File: src/rtl/netcsr_pkg.sv
`timescale 1ns/1ps
package netcsr_pkg;
    localparam int WORD_W    = 16;
    localparam int NUM_FLAGS = 7;
    localparam int FLAG_LSB  = 8;

    // control bit positions in register 0
    localparam int C_INIT = 0;
    localparam int C_STRT = 1;
    localparam int C_STOP = 2;
    localparam int C_TDMD = 3;
    localparam int C_TXON = 4;
    localparam int C_RXON = 5;
    localparam int C_INEA = 6;
    localparam int C_INTR = 7;
    localparam int C_ERR  = 15;

    // flag order inside the flag vector (bit FLAG_LSB + index in register 0)
    localparam int F_IDONE   = 0;
    localparam int F_TXDONE  = 1;
    localparam int F_RXDONE  = 2;
    localparam int F_MEMERR  = 3;
    localparam int F_MISSED  = 4;
    localparam int F_CARRIER = 5;
    localparam int F_BABBLE  = 6;

    typedef logic [NUM_FLAGS-1:0] flag_vec_t;

    // flags feeding the interrupt summary: all except carrier error
    localparam flag_vec_t INTR_MASK = 7'b101_1111;
    // flags feeding the error summary: memory, missed, carrier, babble
    localparam flag_vec_t ERR_MASK  = 7'b111_1000;

    typedef struct packed {
        logic      init;
        logic      strt;
        logic      stop;
        logic      tdmd;
        logic      inea;
        flag_vec_t flags;
        logic      p_init;
        logic      p_strt;
        logic      p_stop;
        logic      p_dmd;
    } main_state_t;
endpackage

File: src/rtl/netcsr_sel.sv
`timescale 1ns/1ps
module netcsr_sel #(
    parameter int SEL_W = 4
) (
    input  logic             clk,
    input  logic             rst_n,
    input  logic             wr_addr,
    input  logic [SEL_W-1:0] wdata,
    output logic [SEL_W-1:0] sel_q,
    output logic [15:0]      sel_word
);
    logic [SEL_W-1:0] sel_d;

    always_comb begin
        sel_d = sel_q;
        if (wr_addr) sel_d = wdata;
    end

    always_ff @(posedge clk) begin
        if (!rst_n) sel_q <= '0;
        else        sel_q <= sel_d;
    end

    always_comb begin
        sel_word = '0;
        sel_word[SEL_W-1:0] = sel_q;
    end
endmodule

File: src/rtl/netcsr_main.sv
`timescale 1ns/1ps
module netcsr_main
    import netcsr_pkg::*;
(
    input  logic        clk,
    input  logic        rst_n,
    input  logic        wr_main,
    input  logic [15:0] wdata,
    input  flag_vec_t   ev,
    input  logic        tx_active,
    input  logic        rx_active,
    output logic [15:0] main_word,
    output logic        stopped,
    output logic        stop_hit,
    output logic        irq,
    output logic        init_pulse,
    output logic        start_pulse,
    output logic        stop_pulse,
    output logic        demand_pulse
);
    main_state_t st_d, st_q;
    flag_vec_t   clr_mask;
    flag_vec_t   ev_taken;
    logic        intr_sum;
    logic        err_sum;
    logic        unused_ro_bits;

    assign stop_hit       = wr_main & wdata[C_STOP];
    assign unused_ro_bits = ^{wdata[C_TXON], wdata[C_RXON], wdata[C_INTR], wdata[C_ERR]};

    always_comb begin
        st_d        = st_q;
        st_d.p_init = 1'b0;
        st_d.p_strt = 1'b0;
        st_d.p_stop = 1'b0;
        st_d.p_dmd  = 1'b0;
        clr_mask    = wr_main ? wdata[FLAG_LSB +: NUM_FLAGS] : '0;
        ev_taken    = st_q.stop ? '0 : ev;

        if (wr_main) st_d.inea = wdata[C_INEA];

        if (stop_hit) begin
            st_d.stop   = 1'b1;
            st_d.init   = 1'b0;
            st_d.strt   = 1'b0;
            st_d.tdmd   = 1'b0;
            st_d.flags  = '0;
            st_d.p_stop = 1'b1;
        end else begin
            st_d.flags = (st_q.flags & ~clr_mask) | ev_taken;
            if (ev_taken[F_TXDONE]) st_d.tdmd = 1'b0;
            if (wr_main && wdata[C_INIT]) begin
                st_d.init   = 1'b1;
                st_d.stop   = 1'b0;
                st_d.p_init = 1'b1;
            end
            if (wr_main && wdata[C_STRT]) begin
                st_d.strt   = 1'b1;
                st_d.stop   = 1'b0;
                st_d.p_strt = 1'b1;
            end
            if (wr_main && wdata[C_TDMD] && !st_d.stop) begin
                st_d.tdmd  = 1'b1;
                st_d.p_dmd = 1'b1;
            end
        end
    end

    always_ff @(posedge clk) begin
        if (!rst_n) begin
            st_q      <= '0;
            st_q.stop <= 1'b1;
        end else begin
            st_q <= st_d;
        end
    end

    assign intr_sum = |(st_q.flags & INTR_MASK);
    assign err_sum  = |(st_q.flags & ERR_MASK);

    always_comb begin
        main_word                        = '0;
        main_word[C_INIT]                = st_q.init;
        main_word[C_STRT]                = st_q.strt;
        main_word[C_STOP]                = st_q.stop;
        main_word[C_TDMD]                = st_q.tdmd;
        main_word[C_TXON]                = st_q.strt & tx_active;
        main_word[C_RXON]                = st_q.strt & rx_active;
        main_word[C_INEA]                = st_q.inea;
        main_word[C_INTR]                = intr_sum;
        main_word[FLAG_LSB +: NUM_FLAGS] = st_q.flags;
        main_word[C_ERR]                 = err_sum;
    end

    assign stopped      = st_q.stop;
    assign irq          = intr_sum & st_q.inea;
    assign init_pulse   = st_q.p_init;
    assign start_pulse  = st_q.p_strt;
    assign stop_pulse   = st_q.p_stop;
    assign demand_pulse = st_q.p_dmd;
endmodule

File: src/rtl/netcsr_cfg.sv
`timescale 1ns/1ps
module netcsr_cfg #(
    parameter int SEL_W     = 4,
    parameter int ADDR_HI_W = 8,
    parameter int FILT_W    = 64,
    parameter int FILT_BASE = 8,
    parameter int MODE_REG  = 15,
    parameter int ADDR_LO_REG = 1,
    parameter int ADDR_HI_REG = 2,
    parameter int BCTL_REG    = 3,
    parameter int BCTL_W      = 3
) (
    input  logic                    clk,
    input  logic                    rst_n,
    input  logic                    wr_cfg,
    input  logic [SEL_W-1:0]        sel,
    input  logic [15:0]             wdata,
    input  logic                    stopped,
    input  logic                    stop_hit,
    output logic [15:0]             rd_word,
    output logic [16+ADDR_HI_W-1:0] init_addr,
    output logic [BCTL_W-1:0]       byte_ctl,
    output logic [FILT_W-1:0]       mcast_filter,
    output logic                    promisc
);
    localparam int FILT_WORDS = FILT_W / 16;

    typedef struct packed {
        logic [15:0]          alo;
        logic [ADDR_HI_W-1:0] ahi;
        logic [BCTL_W-1:0]    bctl;
        logic                 prom;
    } cfg_state_t;

    cfg_state_t c_d, c_q;
    logic       wr_ok;

    assign wr_ok = wr_cfg & stopped;

    always_comb begin
        c_d = c_q;
        if (wr_ok) begin
            if (sel == SEL_W'(ADDR_LO_REG)) c_d.alo  = wdata;
            if (sel == SEL_W'(ADDR_HI_REG)) c_d.ahi  = wdata[ADDR_HI_W-1:0];
            if (sel == SEL_W'(BCTL_REG))    c_d.bctl = wdata[BCTL_W-1:0];
            if (sel == SEL_W'(MODE_REG))    c_d.prom = wdata[15];
        end
        if (stop_hit) c_d.bctl = '0;
    end

    always_ff @(posedge clk) begin
        if (!rst_n) c_q <= '0;
        else        c_q <= c_d;
    end

    for (genvar gi = 0; gi < FILT_WORDS; gi++) begin : g_filt
        logic [15:0] w_d, w_q;

        always_comb begin
            w_d = w_q;
            if (wr_ok && sel == SEL_W'(FILT_BASE + gi)) w_d = wdata;
        end

        always_ff @(posedge clk) begin
            if (!rst_n) w_q <= '0;
            else        w_q <= w_d;
        end

        assign mcast_filter[gi*16 +: 16] = w_q;
    end

    always_comb begin
        rd_word = '0;
        if (sel == SEL_W'(ADDR_LO_REG)) rd_word = c_q.alo;
        if (sel == SEL_W'(ADDR_HI_REG)) rd_word[ADDR_HI_W-1:0] = c_q.ahi;
        if (sel == SEL_W'(BCTL_REG))    rd_word[BCTL_W-1:0] = c_q.bctl;
        if (sel == SEL_W'(MODE_REG))    rd_word[15] = c_q.prom;
        for (int i = 0; i < FILT_WORDS; i++) begin
            if (sel == SEL_W'(FILT_BASE + i)) rd_word = mcast_filter[i*16 +: 16];
        end
    end

    assign init_addr = {c_q.ahi, c_q.alo};
    assign byte_ctl  = c_q.bctl;
    assign promisc   = c_q.prom;
endmodule

File: src/rtl/netcsr_regs.sv
`timescale 1ns/1ps
module netcsr_regs
    import netcsr_pkg::*;
#(
    parameter int SEL_W     = 4,
    parameter int ADDR_HI_W = 8,
    parameter int FILT_W    = 64,
    parameter int FILT_BASE = 8
) (
    input  logic                    clk,
    input  logic                    rst_n,
    input  logic                    bus_wr,
    input  logic                    bus_port,
    input  logic [15:0]             bus_wdata,
    output logic [15:0]             bus_rdata,
    input  logic                    ev_init_done,
    input  logic                    ev_tx_done,
    input  logic                    ev_rx_done,
    input  logic                    ev_mem_err,
    input  logic                    ev_missed,
    input  logic                    ev_carrier_err,
    input  logic                    ev_babble,
    input  logic                    tx_active,
    input  logic                    rx_active,
    output logic                    irq,
    output logic                    init_pulse,
    output logic                    start_pulse,
    output logic                    stop_pulse,
    output logic                    demand_pulse,
    output logic [16+ADDR_HI_W-1:0] init_addr,
    output logic [2:0]              byte_ctl,
    output logic [FILT_W-1:0]       mcast_filter,
    output logic                    promisc
);
    localparam int MODE_REG = (1 << SEL_W) - 1;

    logic [SEL_W-1:0] sel_q;
    logic [15:0]      sel_word;
    logic [15:0]      main_word;
    logic [15:0]      cfg_word;
    logic             stopped;
    logic             stop_hit;
    logic             wr_addr, wr_main, wr_cfg;
    flag_vec_t        ev_vec;

    assign wr_addr = bus_wr & bus_port;
    assign wr_main = bus_wr & ~bus_port & (sel_q == '0);
    assign wr_cfg  = bus_wr & ~bus_port & (sel_q != '0);

    always_comb begin
        ev_vec            = '0;
        ev_vec[F_IDONE]   = ev_init_done;
        ev_vec[F_TXDONE]  = ev_tx_done;
        ev_vec[F_RXDONE]  = ev_rx_done;
        ev_vec[F_MEMERR]  = ev_mem_err;
        ev_vec[F_MISSED]  = ev_missed;
        ev_vec[F_CARRIER] = ev_carrier_err;
        ev_vec[F_BABBLE]  = ev_babble;
    end

    netcsr_sel #(.SEL_W(SEL_W)) u_sel (
        .clk      (clk),
        .rst_n    (rst_n),
        .wr_addr  (wr_addr),
        .wdata    (bus_wdata[SEL_W-1:0]),
        .sel_q    (sel_q),
        .sel_word (sel_word)
    );

    netcsr_main u_main (
        .clk          (clk),
        .rst_n        (rst_n),
        .wr_main      (wr_main),
        .wdata        (bus_wdata),
        .ev           (ev_vec),
        .tx_active    (tx_active),
        .rx_active    (rx_active),
        .main_word    (main_word),
        .stopped      (stopped),
        .stop_hit     (stop_hit),
        .irq          (irq),
        .init_pulse   (init_pulse),
        .start_pulse  (start_pulse),
        .stop_pulse   (stop_pulse),
        .demand_pulse (demand_pulse)
    );

    netcsr_cfg #(
        .SEL_W     (SEL_W),
        .ADDR_HI_W (ADDR_HI_W),
        .FILT_W    (FILT_W),
        .FILT_BASE (FILT_BASE),
        .MODE_REG  (MODE_REG)
    ) u_cfg (
        .clk          (clk),
        .rst_n        (rst_n),
        .wr_cfg       (wr_cfg),
        .sel          (sel_q),
        .wdata        (bus_wdata),
        .stopped      (stopped),
        .stop_hit     (stop_hit),
        .rd_word      (cfg_word),
        .init_addr    (init_addr),
        .byte_ctl     (byte_ctl),
        .mcast_filter (mcast_filter),
        .promisc      (promisc)
    );

    assign bus_rdata = bus_port ? sel_word : ((sel_q == '0) ? main_word : cfg_word);
endmodule

File: config.mk
export PLATFORM = sky130hd
export DESIGN_NAME = netcsr_regs
export DESIGN_NICKNAME = d
export VERILOG_FILES = /design/src/rtl/netcsr_pkg.sv /design/src/rtl/netcsr_sel.sv /design/src/rtl/netcsr_main.sv /design/src/rtl/netcsr_cfg.sv /design/src/rtl/netcsr_regs.sv
export SDC_FILE = /design/constraint.sdc
export NUM_CORES = 1
export LEC_CHECK = 0
export BUFFER_PORTS_ARGS = -buffer_cell sky130_fd_sc_hd__buf_2
export CORE_ASPECT_RATIO = 0.8
export CORE_UTILIZATION = 32
export DETAILED_ROUTE_END_ITERATION = 8
export GPL_ROUTABILITY_DRIVEN = 1
export HOLD_SLACK_MARGIN = 0.12
export PLACE_DENSITY = 0.64
export SYNTH_ARGS = -nofsm -noshare
export SYNTH_HDL_FRONTEND = slang
export SYNTH_SLANG_ARGS = --single-unit
File: constraint.sdc
create_clock -name clk -period 3.91 [get_ports clk]
set_clock_uncertainty 0.1 [all_clocks]
set_input_delay 0.782 -clock clk [delete_from_list [all_inputs] [get_ports clk]]
set_output_delay 0.782 -clock clk [all_outputs]
set_load 0.01 [all_outputs]
==> results.json, run 1 <==
{
  "dieArea_um2": 17700,
  "worst-path-max-fanout": 27,
  "synth_flop_cell": "dfxtp_1",
  "rsz0062_at_grt": "no",
  "dr.pass1.iters": 5,
  "slew_headroom_pct": 35.3,
  "tightestPinTransition_ns": 0.969,
  "arrival_ns": 2.56,
  "dp_hpwl_um": 13800,
  "run_status": "finished clean",
  "ys_warn_count": 0,
  "whs_ns": 0.383,
  "initial_core_util_pct": 33.0,
  "drc": 0,
  "synthTopCellsByCount": "nand2_1 (125), dfxtp_1 (112), a21boi_0 (48), mux2i_1 (48), nor2b_1 (45)",
  "grt_pass1_wl_um": 29200,
  "grt_antenna_before_repair": 0,
  "ant_nets": 0,
  "clock_sinks": 112,
  "crit_required_ns": 3.03,
  "grt_pass1_vias": 4760,
  "place.port_buffers": 141,
  "tns_ns": 0,
  "synth.most_common_cell": "nand2_1",
  "synth_area_um2": 5500,
  "syn2layout_area_growth_pct": 20.5,
  "core_area_um2": 16700,
  "synth_edf_count": 0,
  "routedWlPerCell_um": 19.4,
  "async_flop_share_pct": 0,
  "h-tree-depth": 3,
  "fin_util_pct": 39.8,
  "fin_crit_ns": 3.44,
  "p_per_area_nw_per_um2": 357,
  "cts_tree": "done",
  "layout-drive-gt1-share_pct": 24.3,
  "startpoint_type": "flip-flop",
  "finalNetCount": 798,
  "ir_drop_mv": 0.233,
  "ys_seq_elements": 112,
  "ff2ff_setup_slack_ns": 1.20,
  "p_leak_uw": 0.00287,
  "worstSetupEndpointType": "output pin",
  "holdBufCountCts": 0,
  "vias": 5155,
  "hold_violations": 0,
  "grt_max_degree": 98,
  "ys_top_cells_by_area": "dfxtp_1 (41%), mux2i_1 (8.7%), nand2_1 (8.5%)",
  "yosys.area.top_type": "dfxtp_1",
  "netlist.area_leader.share_pct": 40.8,
  "totalWireLength_um": 19300,
  "viasPerCell": 5.19,
  "numCtsBuffers": 9,
  "place_congestion": 0.865,
  "cts_setup_buffers": 0,
  "hp-class": "flip-flop to flip-flop",
  "die_y_um": 119,
  "die_width_um": 149,
  "clk_pin_slew_ns": 0.07,
  "ios": 142,
  "num_rows": 42,
  "drv_slew": 0,
  "avgSynthCellArea_um2": 8.34,
  "synth_fp_nets": 688,
  "n_antenna_cell": 0,
  "cts.path.max_buffers": 2,
  "final.fill_count": 1752,
  "gr-total-overflow": 0,
  "root_buffer": "clkbuf_16",
  "synth_cell_type_count": 52,
  "syn_inst": 659,
  "path_class": "flip-flop to output pin",
  "grt_usage_pct": 22.1,
  "max_freq_ghz": 0.290,
  "seq_area_frac_synth_pct": 40.8,
  "setup_viol": 0,
  "period_share_pct": 88.0,
  "post_cts_resized": 0,
  "drt_iter0_drc": 564,
  "maxCapViolCount": 0,
  "clock_latency_ns": 0.37
}
-- sequential cells by signal (all words and copies together), names as in the netlist --
name and count:
u_main.main_word 11, u_main.stop_pulse 1, u_cfg.byte_ctl 3, u_main.stopped 1, u_cfg.init_addr 24, u_sel.sel_q 4, u_main.init_pulse 1, u_cfg.promisc 1
u_cfg.g_filt.w_q 64, u_main.demand_pulse 1, u_main.start_pulse 1
-- final cells by class --
type | instances | area, um2 | share of cell area, %
multi-input cells | 479 | 2960 | 44.6
flip-flops and latches | 112 | 2240 | 33.9
repair buffers | 153 | 796 | 12.0
well taps | 220 | 275 | 4.16
clock buffers | 10 | 229 | 3.46
clock inverters | 6 | 70.1 | 1.06
inverters | 14 | 52.6 | 0.794
-- layout by cell type, fill, tap and decap left out, types with 2 or more instances in the layout --
master / netlist / final
a211oi_1: 4 / 4
a21boi_0: 48 / 48
a21boi_1: 6 / 6
a21o_1: 9 / 9
a21oi_1: 34 / 34
a22oi_1: 5 / 5
a2bb2oi_1: 3 / 3
a31oi_1: 5 / 5
a32oi_1: 2 / 2
and2_1: 3 / 3
and3_1: 8 / 8
and3b_1: 5 / 5
buf_2: 22 / 141
buf_4: 2 / 12
clkbuf_16: 0 / 9
clkinv_4: 0 / 4
dfxtp_1: 112 / 111
inv_1: 14 / 14
mux2_2: 3 / 3
mux2i_1: 48 / 48
nand2_1: 125 / 125
nand2b_1: 11 / 11
nand3_1: 21 / 21
nand3_2: 2 / 2
nand3b_1: 7 / 7
nor2_1: 25 / 25
nor2b_1: 45 / 45
nor3_1: 5 / 5
nor4_1: 6 / 6
o211ai_1: 5 / 5
o21ai_0: 18 / 18
o221a_2: 6 / 6
o31ai_1: 2 / 2
or2_2: 2 / 2
-- cells by family after synthesis --
family / after synthesis / synth area share, %
AO/OA/AOI/OAI: 155 / 19.3
buffers and inverters: 68 / 5.44
AND/OR/NAND/NOR: 272 / 24.7
multiplexers: 52 / 9.76
flip-flops: 112 / 40.8
-- stage by stage --
stage	instance area [um2]	setup WS (ns)	instances	power, uW
2_1_floorplan	5500	1.38	659	1350
3_3_place_gp	6320	0.955	978	1440
3_5_place_dp	6320	0.933	978	1440
4_1_cts	6620	0.544	994	2380
5_1_grt	6620	0.342	994	2460
6_report	6620	0.468	994	2370
-- routing by layer --
layer	track usage [%]	share of wire (%)	wire length [um]
met1	33.1	49	9500
met2	30.3	42	8020
met3	5.94	8.2	1580
met4	5.86	1.1	216
met5	0	0	0
-- critical path: stages, from the launching register on --
cell and delay (ns):
dfxtp_1 0.96, nor2_1 0.18, nand2_1 0.35, nor2_1 0.10, a211oi_1 0.39, buf_2 0.21
-- power breakdown --
| group | switching [uW] | total [uW] | leakage, uW | internal [uW] |
|---|---|---|---|---|
| combinational | 149 | 244 | 0.00182 | 95.3 |
| sequential | 23.1 | 1180 | 0.000904 | 1150 |
| clock | 447 | 948 | 0.000147 | 501 |
-- path summary, 6_finish.rpt --
kind / startpoint / endpoint / cells after the start
setup / recovery: u_sel.sel_q[2] / bus_rdata[15] / 5
hold / removal: u_cfg.g_filt[1].w_q[6] / u_cfg.g_filt[1].w_q[6] / 2
hold reg to reg: u_cfg.g_filt[1].w_q[6] / u_cfg.g_filt[1].w_q[6] / 2
setup reg to reg: u_sel.sel_q[0] / u_cfg.init_addr[9] / 4
(Power assumes the default switching activity.)
==> inputs of run 2 (changes only) <==
--- a/config.mk
+++ b/config.mk
@@ -5,6 +5,7 @@
 export SDC_FILE = /design/constraint.sdc
 export NUM_CORES = 1
 export LEC_CHECK = 0
+export ABC_AREA = 1
 export BUFFER_PORTS_ARGS = -buffer_cell sky130_fd_sc_hd__buf_2
 export CORE_ASPECT_RATIO = 0.8
 export CORE_UTILIZATION = 32
==> run 2 against run 1 <==
  * Via count rose by 0.70%
  * Non-clock buffer count fell by 6
  * Area after synthesis fell by 8.1%
  * Cell count rose by 7.1%
  * Hold slack got worse by 0.021 ns
  * Total power fell by 1.3%
  * Global-route usage fell by 0.81 points
  * Sequential cell count did not move
  * Die area fell by 8.0%
  * Maximum frequency rose by 0.82%
  * Highest routed layer unchanged
==> results.json, run 2 <==
{
  "post_cts_resized": 0,
  "hold_start": "u_cfg.init_addr[2]",
  "place_congestion": 0.875,
  "viasPerCell": 4.87,
  "hold_violations": 0,
  "max_freq_ghz": 0.293,
  "place.port_buffers": 141,
  "synth_fp_nets": 764,
  "n_antenna_cell": 0,
  "grt_antenna_before_repair": 0,
  "synth_area_um2": 5050,
  "ys_warn_count": 0,
  "gr-total-overflow": 0,
  "largest_reg_flops": 64,
  "avgSynthCellArea_um2": 6.87,
  "h-tree-depth": 3,
  "rsz0062_at_grt": "no",
  "vias": 5191,
  "syn2layout_area_growth_pct": 21.9,
  "drt_iter0_drc": 460,
  "seq_area_frac_synth_pct": 44.4,
  "grt_usage_pct": 21.2,
  "netlist.area_leader.share_pct": 44.4,
  "tightestPinTransition_ns": 0.849,
  "run_status": "finished clean",
  "async_flop_share_pct": 0,
  "finalNetCount": 879,
  "dp_hpwl_um": 12600,
  "holdBufCountCts": 0,
  "root_buffer": "clkbuf_16",
  "tns_ns": 0,
  "synth_edf_count": 0,
  "crit_required_ns": 3.03,
  "clock_sinks": 112,
  "numCtsBuffers": 9,
  "cts_tree": "done",
  "ys_seq_elements": 112,
  "num_rows": 40,
  "hp-class": "flip-flop to flip-flop",
  "worst-path-max-fanout": 22,
  "path_class": "flip-flop to output pin",
  "worstHoldEndpoint": "u_cfg.init_addr[2]",
  "r2r-end": "u_cfg.g_filt[3].w_q[4]",
  "die_width_um": 142,
  "clk_pin_slew_ns": 0.08,
  "setup_viol": 0,
  "worstSetupEndpointType": "output pin",
  "startpoint_type": "flip-flop",
  "initial_core_util_pct": 33.2,
  "ios": 142,
  "cts_setup_buffers": 0,
  "maxCapViolCount": 0,
  "top_register": "u_cfg.g_filt.w_q",
  "grt_pass1_vias": 4596,
  "ff2ff_setup_slack_ns": 1.22,
  "rr_startpoint": "u_sel.sel_q[2]",
  "final_cell_mix": "buf_2 (141), nand2_1 (119), dfxtp_1 (112)",
  "clock_latency_ns": 0.36,
  "numPlacedInstances": 1049,
  "ir_drop_mv": 0.218,
  "yosys.area.top_type": "dfxtp_1",
  "period_share_pct": 87.3,
  "synth_cell_type_count": 23,
  "hold_depth": 2,
  "grt_pass1_wl_um": 26200,
  "synth_flop_cell": "dfxtp_1",
  "synthTopCellsByCount": "nand2_1 (119), dfxtp_1 (112), a21oi_1 (110)",
  "final_cells": 1065,
  "die_y_um": 114,
  "drv_slew": 0,
  "rr_worst_depth": 7,
  "totalWireLength_um": 17100,
  "final_common_cell": "buf_2",
  "p_leak_uw": 0.00270,
  "dieArea_um2": 16300,
  "dr.pass1.iters": 5,
  "drc": 0,
  "synth.most_common_cell": "nand2_1",
  "core_area_um2": 15200,
  "ant_nets": 0,
  "syn_inst": 735,
  "cts.path.max_buffers": 2,
  "layout-drive-gt1-share_pct": 21.2,
  "fin_crit_ns": 3.41,
  "grt_max_degree": 63,
  "slew_headroom_pct": 43.2,
  "ys_top_cells_by_area": "dfxtp_1 (44%), a21oi_1 (11%), o21ai_0 (9.9%)",
  "arrival_ns": 2.53,
  "routedWlPerCell_um": 16.0,
  "p_per_area_nw_per_um2": 380
}
## run 2: cell type report
cell class              count  area [um2]
inverters                 112         420
repair buffers            147         751
well taps                 210         263
fillers                  1663        9060
flip-flops and latches    112        2240
clock inverters             6        45.0
clock buffers              10         239
multi-input cells         468        2190
## run 2: worst max path at each step
stage / start / endpoint / slack [ns]
floorplan: bus_port / bus_rdata[7] / 1.44
global placement: u_sel.sel_q[0] / bus_rdata[1] / 0.94
detailed placement: u_sel.sel_q[0] / bus_rdata[1] / 0.88
CTS: u_sel.sel_q[0] / bus_rdata[1] / 0.49
global route: u_sel.sel_q[0] / bus_rdata[5] / 0.20
finish: u_sel.sel_q[0] / bus_rdata[4] / 0.50
## run 2: worst max-delay path: stages (launching register included)
cell     delay [ns]
dfxtp_1        0.45
inv_1          0.10
nor2_2         0.36
nand2_2        0.29
inv_2          0.37
nand2_1        0.09
nand3_1        0.11
nand2_1        0.11
a21oi_1        0.14
buf_2          0.14
## run 2: power breakdown
part	switching [uW]	total [uW]	internal (uW)	leakage, uW
clock	445	897	452	0.000131
sequential	14.7	1170	1160	0.000904
combinational	189	268	79.4	0.00167
## run 2: cells by family (layout without fill, tap and decap cells)
group | after synthesis | count (layout) | share of synthesized area, %
buf+inv | 155 | 275 | 12.1
simple gates | 248 | 248 | 21.4
flops | 112 | 112 | 44.4
compound gates | 220 | 220 | 22.0
## run 2: layer usage
layer | wire, um | up-vias | GRT usage (%)
li1 | - | 2617 | -
met1 | 8580 | 2326 | 32.9
met2 | 6670 | 234 | 28.9
met3 | 1670 | 14 | 5.81
met4 | 140 | 0 | 3.80
met5 | 0 | - | 0
## run 2: metrics by stage
step	hold WS (ns)	worst slack [ns]	power [uW]	instance area (um2)	utilization [%]
6_report	0.362	0.496	2340	6150	40.5
5_1_grt	0.387	0.203	2430	6150	40.5
4_1_cts	0.364	0.488	2350	6150	40.5
3_5_place_dp	0.354	0.884	1460	5870	38.6
3_3_place_gp	0.353	0.938	1460	5870	38.6
2_1_floorplan	0.334	1.44	1360	5050	-
